`config.mk`:
```
export PLATFORM = sky130hd
export DESIGN_NAME = cfg_scrub_ctrl
export DESIGN_NICKNAME = d
export VERILOG_FILES = /design/src/rtl/scrub_pkg.sv /design/src/rtl/scrub_cmp.sv /design/src/rtl/scrub_sat_cnt.sv /design/src/rtl/scrub_log_fifo.sv /design/src/rtl/cfg_scrub_ctrl.sv
export SDC_FILE = /design/constraint.sdc
export NUM_CORES = 1
export LEC_CHECK = 0
export BUFFER_PORTS_ARGS = -buffer_cell sky130_fd_sc_hd__buf_2
export CORE_MARGIN = 2
export CORE_UTILIZATION = 60
export DETAILED_ROUTE_END_ITERATION = 6
export PLACE_DENSITY_LB_ADDON = 0.25
export SKIP_LAST_GASP = 1
export SLEW_MARGIN = 30
export SYNTH_ARGS = -nofsm -noshare
export SYNTH_HDL_FRONTEND = slang
export SYNTH_HIERARCHICAL = 1
export SYNTH_SLANG_ARGS = --single-unit
```
`constraint.sdc`:
```
create_clock -name clk -period 16.5 [get_ports clk]
set_input_delay 1.65 -clock clk [delete_from_list [all_inputs] [get_ports clk]]
set_output_delay 1.65 -clock clk [all_outputs]
set_load 0.01 [all_outputs]
```
`src/rtl/scrub_pkg.sv`:
```
package scrub_pkg;

    // Controller phases; the ordering has no meaning outside the controller.
    typedef enum logic [2:0] {
        SC_IDLE,
        SC_READ,
        SC_COMPARE,
        SC_REWRITE,
        SC_WAIT
    } scan_state_e;

    // Index width for a count of n items, never below one bit.
    function automatic int width_of(input int n);
        return (n <= 2) ? 1 : $clog2(n);
    endfunction

endpackage

```
`src/rtl/scrub_cmp.sv`:
```
module scrub_cmp #(
    parameter int DATA_W = 32,
    parameter int POP_W  = 6
) (
    input  logic              valid,
    input  logic [DATA_W-1:0] seen,
    input  logic [DATA_W-1:0] ref_word,
    output logic [DATA_W-1:0] diff,
    output logic              mism,
    output logic [POP_W-1:0]  ones
);

    always_comb begin
        diff = valid ? (seen ^ ref_word) : '0;
        mism = |diff;
        ones = '0;
        for (int i = 0; i < DATA_W; i++) begin
            ones = ones + POP_W'(diff[i]);
        end
    end

endmodule

```
`src/rtl/scrub_sat_cnt.sv`:
```
module scrub_sat_cnt #(
    parameter int CNT_W = 32,
    parameter int INC_W = 6
) (
    input  logic             clk,
    input  logic             rst,
    input  logic             inc_en,
    input  logic [INC_W-1:0] inc,
    output logic [CNT_W-1:0] cnt
);

    localparam int SUM_W = ((CNT_W > INC_W) ? CNT_W : INC_W) + 1;
    localparam logic [SUM_W-1:0] TOP = SUM_W'({CNT_W{1'b1}});

    logic [SUM_W-1:0] sum;

    always_comb begin
        sum = SUM_W'(cnt) + SUM_W'(inc);
    end

    always_ff @(posedge clk) begin
        if (rst) begin
            cnt <= '0;
        end else if (inc_en) begin
            cnt <= (sum > TOP) ? {CNT_W{1'b1}} : sum[CNT_W-1:0];
        end
    end

endmodule

```
`src/rtl/scrub_log_fifo.sv`:
```
module scrub_log_fifo
    import scrub_pkg::*;
#(
    parameter int ENT_W = 16,
    parameter int DEPTH = 8,
    localparam int PTR_W = width_of(DEPTH)
) (
    input  logic             clk,
    input  logic             rst,
    input  logic             push,
    input  logic [ENT_W-1:0] push_data,
    input  logic             pop,
    output logic             valid,
    output logic [ENT_W-1:0] head,
    output logic             overflow
);

    logic [ENT_W-1:0] slot_q [DEPTH];
    logic [PTR_W-1:0] rd_q, wr_q;
    logic [PTR_W:0]   fill_q;
    logic             full, do_push, do_pop;

    function automatic logic [PTR_W-1:0] step(input logic [PTR_W-1:0] p);
        return (p == PTR_W'(DEPTH - 1)) ? '0 : p + PTR_W'(1);
    endfunction

    always_comb begin
        full    = (fill_q == (PTR_W + 1)'(DEPTH));
        valid   = (fill_q != '0);
        do_push = push && !full;
        do_pop  = pop && valid;
        head    = slot_q[rd_q];
    end

    always_ff @(posedge clk) begin
        if (do_push) begin
            slot_q[wr_q] <= push_data;
        end
    end

    always_ff @(posedge clk) begin
        if (rst) begin
            rd_q     <= '0;
            wr_q     <= '0;
            fill_q   <= '0;
            overflow <= 1'b0;
        end else begin
            if (do_push) wr_q <= step(wr_q);
            if (do_pop)  rd_q <= step(rd_q);
            case ({do_push, do_pop})
                2'b10:   fill_q <= fill_q + (PTR_W + 1)'(1);
                2'b01:   fill_q <= fill_q - (PTR_W + 1)'(1);
                default: fill_q <= fill_q;
            endcase
            if (push && full) overflow <= 1'b1;
        end
    end

endmodule

```
`src/rtl/cfg_scrub_ctrl.sv`:
```
module cfg_scrub_ctrl
    import scrub_pkg::*;
#(
    parameter int FRAMES    = 16,
    parameter int WORDS     = 8,
    parameter int DATA_W    = 32,
    parameter int LOG_DEPTH = 8,
    parameter int CNT_W     = 32,
    parameter int PER_W     = 16,
    localparam int TOTAL    = FRAMES * WORDS,
    localparam int ADDR_W   = width_of(TOTAL),
    localparam int FRM_W    = width_of(FRAMES),
    localparam int OFF_W    = width_of(WORDS)
) (
    input  logic              clk,
    input  logic              rst,
    input  logic              scrub_en,
    input  logic [PER_W-1:0]  gap_cycles,
    output logic              cm_rd,
    output logic              cm_wr,
    output logic [ADDR_W-1:0] cm_addr,
    output logic [DATA_W-1:0] cm_wdata,
    input  logic [DATA_W-1:0] cm_rdata,
    output logic              gold_rd,
    output logic [ADDR_W-1:0] gold_addr,
    input  logic [DATA_W-1:0] gold_rdata,
    output logic              log_valid,
    input  logic              log_ready,
    output logic [FRM_W-1:0]  log_frame,
    output logic [OFF_W-1:0]  log_offset,
    output logic [DATA_W-1:0] log_xor,
    output logic              log_overflow,
    output logic [CNT_W-1:0]  bit_err_count,
    output logic              pass_done,
    output logic              persist_fault
);

    localparam int IDX_W = OFF_W + 1;
    localparam int POP_W = width_of(DATA_W + 1);
    localparam int ENT_W = FRM_W + OFF_W + DATA_W;

    scan_state_e       state_q;
    logic [FRM_W-1:0]  frame_q;
    logic [IDX_W-1:0]  idx_q;
    logic              rd_vld_q;
    logic [OFF_W-1:0]  cmp_off_q;
    logic              bad_q;
    logic              verify_q;
    logic              done_q;
    logic              persist_q;
    logic [PER_W-1:0]  wait_q;

    logic [DATA_W-1:0] diff;
    logic              mism;
    logic [POP_W-1:0]  ones;
    logic              last_word, last_frame, wr_end, frame_bad, log_push;
    logic [OFF_W-1:0]  wr_off;
    logic [ENT_W-1:0]  head;

    function automatic logic [ADDR_W-1:0] to_addr(input logic [FRM_W-1:0] f,
                                                  input logic [OFF_W-1:0] o);
        return ADDR_W'(f) * ADDR_W'(WORDS) + ADDR_W'(o);
    endfunction

    // Position decode
    always_comb begin
        last_word  = (idx_q == IDX_W'(WORDS - 1));
        wr_end     = (idx_q == IDX_W'(WORDS));
        last_frame = (frame_q == FRM_W'(FRAMES - 1));
        wr_off     = OFF_W'(idx_q - IDX_W'(1));
    end

    // Memory ports: reads lead, rewrite trails the golden read by one cycle
    always_comb begin
        cm_rd     = (state_q == SC_READ);
        cm_wr     = (state_q == SC_REWRITE) && (idx_q != '0);
        gold_rd   = cm_rd || ((state_q == SC_REWRITE) && !wr_end);
        gold_addr = to_addr(frame_q, idx_q[OFF_W-1:0]);
        cm_addr   = cm_rd ? gold_addr : to_addr(frame_q, wr_off);
        cm_wdata  = gold_rdata;
    end

    scrub_cmp #(
        .DATA_W (DATA_W),
        .POP_W  (POP_W)
    ) u_cmp (
        .valid    (rd_vld_q),
        .seen     (cm_rdata),
        .ref_word (gold_rdata),
        .diff     (diff),
        .mism     (mism),
        .ones     (ones)
    );

    always_comb begin
        log_push  = mism && !verify_q;
        frame_bad = bad_q || mism;
    end

    scrub_log_fifo #(
        .ENT_W (ENT_W),
        .DEPTH (LOG_DEPTH)
    ) u_log (
        .clk       (clk),
        .rst       (rst),
        .push      (log_push),
        .push_data ({frame_q, cmp_off_q, diff}),
        .pop       (log_ready),
        .valid     (log_valid),
        .head      (head),
        .overflow  (log_overflow)
    );

    always_comb begin
        log_frame  = head[ENT_W-1 -: FRM_W];
        log_offset = head[DATA_W +: OFF_W];
        log_xor    = head[DATA_W-1:0];
    end

    scrub_sat_cnt #(
        .CNT_W (CNT_W),
        .INC_W (POP_W)
    ) u_cnt (
        .clk    (clk),
        .rst    (rst),
        .inc_en (log_push),
        .inc    (ones),
        .cnt    (bit_err_count)
    );

    // Read-data alignment
    always_ff @(posedge clk) begin
        if (rst) begin
            rd_vld_q  <= 1'b0;
            cmp_off_q <= '0;
        end else begin
            rd_vld_q  <= cm_rd;
            cmp_off_q <= idx_q[OFF_W-1:0];
        end
    end

    // Sticky persistent-fault flag, set only by the verify read
    always_ff @(posedge clk) begin
        if (rst) persist_q <= 1'b0;
        else if (mism && verify_q) persist_q <= 1'b1;
    end

    // Scan sequencer
    always_ff @(posedge clk) begin
        if (rst) begin
            state_q  <= SC_IDLE;
            frame_q  <= '0;
            idx_q    <= '0;
            bad_q    <= 1'b0;
            verify_q <= 1'b0;
            done_q   <= 1'b0;
            wait_q   <= '0;
        end else begin
            done_q <= 1'b0;
            case (state_q)
                SC_IDLE: begin
                    if (scrub_en) begin
                        state_q  <= SC_READ;
                        frame_q  <= '0;
                        idx_q    <= '0;
                        bad_q    <= 1'b0;
                        verify_q <= 1'b0;
                    end
                end
                SC_READ: begin
                    bad_q <= frame_bad;
                    idx_q <= idx_q + IDX_W'(1);
                    if (last_word) state_q <= SC_COMPARE;
                end
                SC_COMPARE: begin
                    bad_q <= 1'b0;
                    idx_q <= '0;
                    if (frame_bad && !verify_q) begin
                        state_q <= SC_REWRITE;
                    end else begin
                        verify_q <= 1'b0;
                        if (last_frame) begin
                            state_q <= SC_WAIT;
                            wait_q  <= gap_cycles;
                            done_q  <= 1'b1;
                        end else begin
                            state_q <= SC_READ;
                            frame_q <= frame_q + FRM_W'(1);
                        end
                    end
                end
                SC_REWRITE: begin
                    if (wr_end) begin
                        state_q  <= SC_READ;
                        idx_q    <= '0;
                        verify_q <= 1'b1;
                    end else begin
                        idx_q <= idx_q + IDX_W'(1);
                    end
                end
                SC_WAIT: begin
                    if (wait_q == '0) begin
                        frame_q <= '0;
                        idx_q   <= '0;
                        state_q <= scrub_en ? SC_READ : SC_IDLE;
                    end else begin
                        wait_q <= wait_q - PER_W'(1);
                    end
                end
                default: state_q <= SC_IDLE;
            endcase
        end
    end

    always_comb begin
        pass_done     = done_q;
        persist_fault = persist_q;
    end

endmodule

```
==> results.md, run 1 <==
- Inserted Diodes: 0
- ANT nets after route: 0
- Max stage delay on crit path: 0.53 ns
- Die ar.: 31700 um^2
- Slew HR: 35.5%
- Reg clk slew, reported paths: 0.07 ns
- Total GRT Usage: 25.4%
- Hold/Removal Path Class: reg2reg
- Worst-skew pair later-pin latency: 0.54 ns
- Critical path arrival: 8.91 ns
- CP max-delay cell: fa_1
- Largest net degree at the start of global routing: 79
- Worst r2r path cells: 22
- Die width: 178 um
- Fin cells: 1805
- Routed WL: 39.6 mm
- Layout net count: 1521
- Core footprint: 29700 um^2
- Fin Hold WS: 0.468 ns
- Most used cell, CP: fa_1
- FMAX: 118 MHz
- Pwr/cell area: 148 nW/um^2
- Row cnt: 63
- WS Path Type: in2reg
- Post-Route Utilization: 68.9%
- Synth unique cells: 88
- Clock skew: 0.0240 ns
- Post-synth top flop: edfxtp_1
- H-tree depth: 2
- 1st-pass router iterations: 4
- Hold endpoint: bad_q
- Clock Path Buffers: 3
- Startpoint types: primary input
- TritonCTS Buffers: 39
- Hold-critical path depth: 2
- Critical Path Start: gold_rdata[15]
- RSZ-0062 raised after global routing: no
- IO Port Bufs: 207
- Most frequent cells in the layout: edfxtp_1, buf_2, dfxtp_1, mux4_2, nand2_1
- Maxcap violations: 0
- Post-Syn Nets: 1355
- Final worst path period share: 51.3%
- Critical Path End Type: register
- Synth Register Bits: 393
- Metal3 WL: 2.87 mm
- Layout cells sized above 1: 31.2%
- Worst Path Required: 16.94 ns
- Worst Path Max Fanout: 17
- Clk root buf: clkbuf_16
- Static leakage: 7.70 nW
- CP cell instances: buf_2, xor2_1, and2_1, fa_1, inv_1, fa_1, fa_1, fa_1, fa_1, inv_1, fa_1, fa_1, inv_1, fa_1, inv_1, inv_1, fa_1, and2b_1, o2111ai_1, a211o_4, or2_1, and4_4, a211oi_2
- Post-DP HPWL: 23.7 mm
- Ys async rst share: 0%
- Max Transition Viols Final: 0
- Area share of the largest cell type after synthesis: 51.6%
- Post-layout min period: 8.47 ns
- R2R Path Start: rd_vld_q
- Syn avg cell area: 14.9 um^2
- WL met2: 20.0 mm
- Sequential element share of the synthesized area: 60.5%
- Initial Util: 61.2%
- First-pass GRT wire length: 60.9 mm
- CTS tree: built
- Metal-1 WL: 16.1 mm
- WL per Instance: 21.9 um
- Cell Area, Synth: 18200 um^2
- Via count: 11000
- Initial antenna violation count: 0
- Worst-Margin Slew: 0.959 ns
- Top cells by area, synth: edfxtp_1, mux4_2, dfxtp_1
- Setup_tns: 0 ns
- Iter 0 DRT Violations: 1002
- Grt ovf: 0
- Final Hold Viols: 0
- Synth area leader: edfxtp_1
- Min-delay src: bad_q
- DR DRC count: 0
- Reg-to-reg slack, setup: 8.73 ns
- Ys Warns: 6
- Post-Synthesis Cells: 1218
- DR top layer: met4
- Vias per cell: 6.11
- P&R area growth vs syn: 12.7%
- Post-synth EDFFs: 312
- Post-CTS setup buffers: 0
- Die Span Y: 178 um
- Vias in the first global route: 10800
- Reg2reg end: u_cnt/cnt[30]
- Peak supply drop: 0.0932 mV
- Status: completed
- Post_cts resized: 0
- Commonest non-fill, non-tap cell in the layout: edfxtp_1
- TritonCTS Sinks: 393
- Placed Cells: 1733
- Placer Congestion: 0.804
- # setup viols final: 0
- CTS Hold Bufs: 0
- # IOs: 208
## worst max path at each step
stage / end / slack [ns] / depth (start not counted)
3_5_place_dp: u_cnt/cnt[30] / 7.57 / 25
6_report: u_cnt/cnt[30] / 8.03 / 23
5_1_grt: u_cnt/cnt[16] / 7.69 / 23
2_1_floorplan: u_cnt/cnt[1] / 8.38 / 25
4_1_cts: u_cnt/cnt[30] / 8.06 / 23
3_3_place_gp: u_cnt/cnt[30] / 7.69 / 25
## cells by family (layout without fill, tap and decap cells)
family          after synthesis  count (layout)  synth area share (%)
flops                       393             393                  60.5
xor+xnor                     43              43                  2.07
compound gates              187             187                  7.28
buf+inv                     161             358                  4.92
simple gates                261             261                  7.90
mux                         120             120                  12.7
fa+ha+maj                    53              53                  4.68
## worst max-delay path, delay by kind of cell
family,cells,cell delay (ns)
AO/OA/AOI/OAI,3,0.85
XOR/XNOR,1,0.21
adder cells (fa/ha/maj),9,4.22
buffers and inverters,6,0.51
AND/OR/NAND/NOR,4,1.45
## Yosys cell counts, drive strengths merged, types with 5 or more instances
| cell | count |
|---|---|
| clkbuf | 29 |
| nor3 | 23 |
| or3 | 5 |
| a31oi | 19 |
| and2 | 20 |
| o21a | 7 |
| a21o | 8 |
| and3 | 17 |
| nand2 | 68 |
| nand2b | 5 |
| and4 | 9 |
| nor2b | 5 |
| a311oi | 12 |
| o21ai | 27 |
| buf | 68 |
| edfxtp | 312 |
| a211oi | 13 |
| dfxtp | 81 |
| fa | 25 |
| nor4 | 12 |
| xor2 | 37 |
| nand3 | 20 |
| inv | 64 |
| ha | 28 |
| nand4 | 7 |
| nor2 | 54 |
| a21oi | 57 |
| xnor2 | 6 |
| nor3b | 5 |
| mux4 | 78 |
| mux2 | 40 |
## registers in the layout, indices dropped and copies added, names as in the netlist, named ones only
name and count:
u_log/overflow 1, bad_q 1, u_cnt/cnt 32, idx_q 4, u_log/wr_q 3, rd_vld_q 1
u_log/rd_q 3, u_log/slot_q 312, state_q 3, pass_done 1, verify_q 1, wait_q 16
frame_q 4, cmp_off_q 3, u_log/fill_q 4, persist_fault 1
## layout make-up
cell class	count	area [um^2]
Clock buffer	53	1070
Clock inverter	19	183
Fill cell	2008	9240
Inverter	64	240
Multi-Input combinational cell	664	6350
Sequential cell	393	11000
Tap cell	390	488
Timing Repair Buffer	222	1150
## metrics by stage
step	setup WS, ns	area [um^2]	power, W
after detailed placement	7.57	19200	0.00219
after CTS	8.06	20500	0.00306
after global placement	7.69	19200	0.00216
after floorplan	8.38	18200	0.00192
final	8.03	20500	0.00303
after global routing	7.69	20500	0.00318
## power by group
group	internal (W)	switching, W
Sequential	0.00122	0.0000697
Combinational	0.000410	0.000465
Clock	0.000504	0.000363
## per-layer routing
metal	track usage, %	up-vias
li1	-	4951
met1	35.6	5589
met5	0	-
met4	5.43	0
met3	4.11	49
met2	42.6	435
Note: power is estimated with default switching activity, not from simulation.
==> run 2: changes to the inputs <==
--- a/config.mk
+++ b/config.mk
@@ -5,9 +5,10 @@
 export SDC_FILE = /design/constraint.sdc
 export NUM_CORES = 1
 export LEC_CHECK = 0
+export ABC_AREA = 1
 export BUFFER_PORTS_ARGS = -buffer_cell sky130_fd_sc_hd__buf_2
 export CORE_MARGIN = 2
-export CORE_UTILIZATION = 60
+export CORE_UTILIZATION = 54
 export DETAILED_ROUTE_END_ITERATION = 6
 export PLACE_DENSITY_LB_ADDON = 0.25
 export SKIP_LAST_GASP = 1
==> constraint.sdc (replaced) <==
create_clock -name clk -period 7.65 [get_ports clk]
set_input_delay 0.765 -clock clk [delete_from_list [all_inputs] [get_ports clk]]
set_output_delay 0.765 -clock clk [all_outputs]
set_load 0.01 [all_outputs]
==> results.md, run 2 <==
- # IOs: 208 (unchanged)
- Top-count cell post-synth: nand2_1 (was edfxtp_1)
- Post_cts resized: 0 (unchanged)
- Placer Congestion: 0.895 (was 0.804)
- CTS Hold Bufs: 0 (unchanged)
- Largest net degree at the start of global routing: 81 (was 79)
- Most frequent cells in the layout: nand2_1, edfxtp_1, nor2_1 (was edfxtp_1, buf_2, dfxtp_1, mux4_2, nand2_1)
- Ys Warns: 6 (unchanged)
- Cell area after layout: 22100 um^2 (was 20500 um^2)
- Reg with most FFs: u_log/slot_q (unchanged)
- Clk root buf: clkbuf_16 (unchanged)
- Clock Path Buffers: 3 (unchanged)
- Cell Area, Synth: 19400 um^2 (was 18200 um^2)
- Post-layout min period: 7.11 ns
- Max Transition Viols Final: 0 (unchanged)
- Synth unique cells: 52 (was 88)
- Row cnt: 69 (was 63)
- Setup_tns: 0 ns (unchanged)
- Final worst path period share: 92.9%
- H-tree depth: 2 (unchanged)
- Synth area leader: edfxtp_1 (unchanged)
- Iter 0 DRT Violations: 1095 (was 1002)
- Post-CTS setup buffers: 0 (unchanged)
- DR DRC count: 0 (unchanged)
- Status: completed (unchanged)
- Critical Path End Type: register (unchanged)
- Vias per cell: 5.35 (was 6.11)
- Via count: 14300 (was 11000)
- CP max-delay cell: fa_1 (unchanged)
- Core footprint: 35500 um^2 (was 29700 um^2)
- Fillers: 2908 (was 2008)
- Static leakage: 9.37 nW (was 7.70 nW)
- Post-Synthesis Cells: 2012 (was 1218)
- Slew HR: 43.4% (was 35.5%)
- Die ar.: 37500 um^2 (was 31700 um^2)
- Ys async rst share: 0% (unchanged)
- Post-synth top flop: edfxtp_1 (unchanged)
- Startpoint types: register (was primary input)
- Pwr/cell area: 398 nW/um^2 (was 148 nW/um^2)
- Critical path arrival: 7.54 ns (was 8.91 ns)
- Worst-skew pair later-pin latency: 0.54 ns (about the same)
- Worst Path Max Fanout: 26 (was 17)
- Die width: 194 um (was 178 um)
- Die Span Y: 194 um (was 178 um)
- Register area: 11000 um^2 (about the same)
- Post-synth EDFFs: 312 (unchanged)
- Most used cell, CP: fa_1 (unchanged)
- Multi-input gate area: 6960 um^2 (was 6350 um^2)
- RSZ-0062 raised after global routing: no (unchanged)
- Synth top cells by count: nand2_1, edfxtp_1, nor2_1 (was edfxtp_1, dfxtp_1, mux4_2)
- Commonest non-fill, non-tap cell in the layout: nand2_1 (was edfxtp_1)
- WS Path Type: reg2reg (was in2reg)
- Total GRT Usage: 24.1% (was 25.4%)
- CTS tree: built (unchanged)
- Layout cells sized above 1: 17.5% (was 31.2%)
- Max stage delay on crit path: 0.63 ns (was 0.53 ns)
- Initial antenna violation count: 0 (unchanged)
- FMAX: 141 MHz
- WL per Instance: 17.0 um (was 21.9 um)
- Reg clk slew, reported paths: 0.06 ns (was 0.07 ns)
- Layout net count: 2315 (was 1521)
- TritonCTS Sinks: 393 (unchanged)
- Largest registers: u_log/slot_q x312, u_cnt/cnt x32, wait_q x16 (unchanged)
- Grt ovf: 0 (unchanged)
- Worst Path Required: 8.08 ns (was 16.94 ns)
- IO Port Bufs: 207 (unchanged)
- Inserted Diodes: 0 (unchanged)
- P&R area growth vs syn: 13.7% (was 12.7%)
- Sequential element share of the synthesized area: 56.6% (was 60.5%)
- Post-DP Area: 20600 um^2 (was 19200 um^2)
- Routed WL: 45.4 mm (was 39.6 mm)
- Initial Util: 54.8% (was 61.2%)
- Hold/Removal Path Class: reg2reg (unchanged)
- Vias in the first global route: 13800 (was 10800)
- Area share of the largest cell type after synthesis: 48.2% (was 51.6%)
- ANT nets after route: 0 (unchanged)
- Post-DP HPWL: 28.2 mm (was 23.7 mm)
- 1st-pass router iterations: 5 (was 4)
- # setup viols final: 0 (unchanged)
- Synth Register Bits: 393 (unchanged)
- Syn avg cell area: 9.66 um^2 (was 14.9 um^2)
- Maxcap violations: 0 (unchanged)
- Peak supply drop: 0.332 mV (was 0.0932 mV)
- Final Hold Viols: 0 (unchanged)
- First-pass GRT wire length: 72.8 mm (was 60.9 mm)
- Post-Syn Nets: 2149 (was 1355)
- Largest register FFs: 312 (unchanged)
- Top cells by area, synth: edfxtp_1, dfxtp_1, nand2_1 (was edfxtp_1, mux4_2, dfxtp_1)
- Worst-Margin Slew: 0.849 ns (was 0.959 ns)
- TritonCTS Buffers: 43 (was 39)
- Clock skew: 0.0207 ns (was 0.0240 ns)
## run 2: cell count changes in the layout (fill, tap and decap cells not counted), moves of 37 or more
cell	delta
nand2_1	+332
nor2_1	+251
mux2i_1	+37
nand3_1	+58
mux4_2	-78
o21ai_0	+167
inv_1	+137
o22ai_1	+38
## run 2: worst max-delay path: cells and delay by family (launching register included)
kind | cells | cell delay [ns]
buf+inv | 7 | 1.11
xor+xnor | 1 | 0.16
compound gates | 2 | 0.31
fa+ha+maj | 9 | 4.09
simple gates | 9 | 1.01
flops | 1 | 0.31
## run 2: per-stage QoR
stage	std cells	hold WS, ns	setup slack [ns]	total power (W)	util [%]
after floorplan	2012	0.439	1.05	0.00558	-
after global placement	2594	0.441	0.534	0.00659	58.0
after detailed placement	2594	0.442	0.431	0.00665	58.0
after CTS	2672	0.452	0.513	0.00886	62.3
after global routing	2672	0.457	0.120	0.00944	62.3
final	2672	0.451	0.542	0.00880	62.3
## run 2: metal layers
metal | global-route usage [%] | vias to the layer above | wire length [um]
li1 | - | 7007 | -
met1 | 32.5 | 6775 | 19800
met2 | 40.5 | 434 | 21600
met3 | 3.93 | 75 | 2930
met4 | 6.81 | 0 | 1060
met5 | 0 | - | 0
## run 2: cells by family after synthesis
group                      Yosys count  share of synthesized area [%]
AOI/OAI and AO/OA                  327                           9.48
muxes                               39                           2.01
xor gates and xnor gates            30                           1.35
and+or+nand+nor                    846                           18.3
adders and majority gates           53                           4.38
buffers and inverters              324                           7.94
DFF                                393                           56.6
## run 2: cell type report
type | count | area share [%]
Clock buffer | 51 | 5.24
Clock inverter | 27 | 1.63
Inverter | 211 | 3.60
Multi-Input combinational cell | 1295 | 31.5
Sequential cell | 393 | 49.8
Tap cell | 461 | 2.61
Timing Repair Buffer | 234 | 5.61
## run 2: path summary, 6_finish.rpt
kind,from,end,slack (ns),cells past startpoint
max,rd_vld_q,u_cnt/cnt[29],0.54,28
min,u_log/overflow,u_log/overflow,0.45,2
max reg2reg,rd_vld_q,u_cnt/cnt[29],0.54,28
min reg2reg,u_log/overflow,u_log/overflow,0.45,2
## run 2: report_power, final
group	total, W	internal (W)	switching (W)	leakage (nW)
logic	0.00343	0.00120	0.00224	5.04
registers	0.00318	0.00288	0.000298	3.59
clock network	0.00219	0.00135	0.000830	0.742
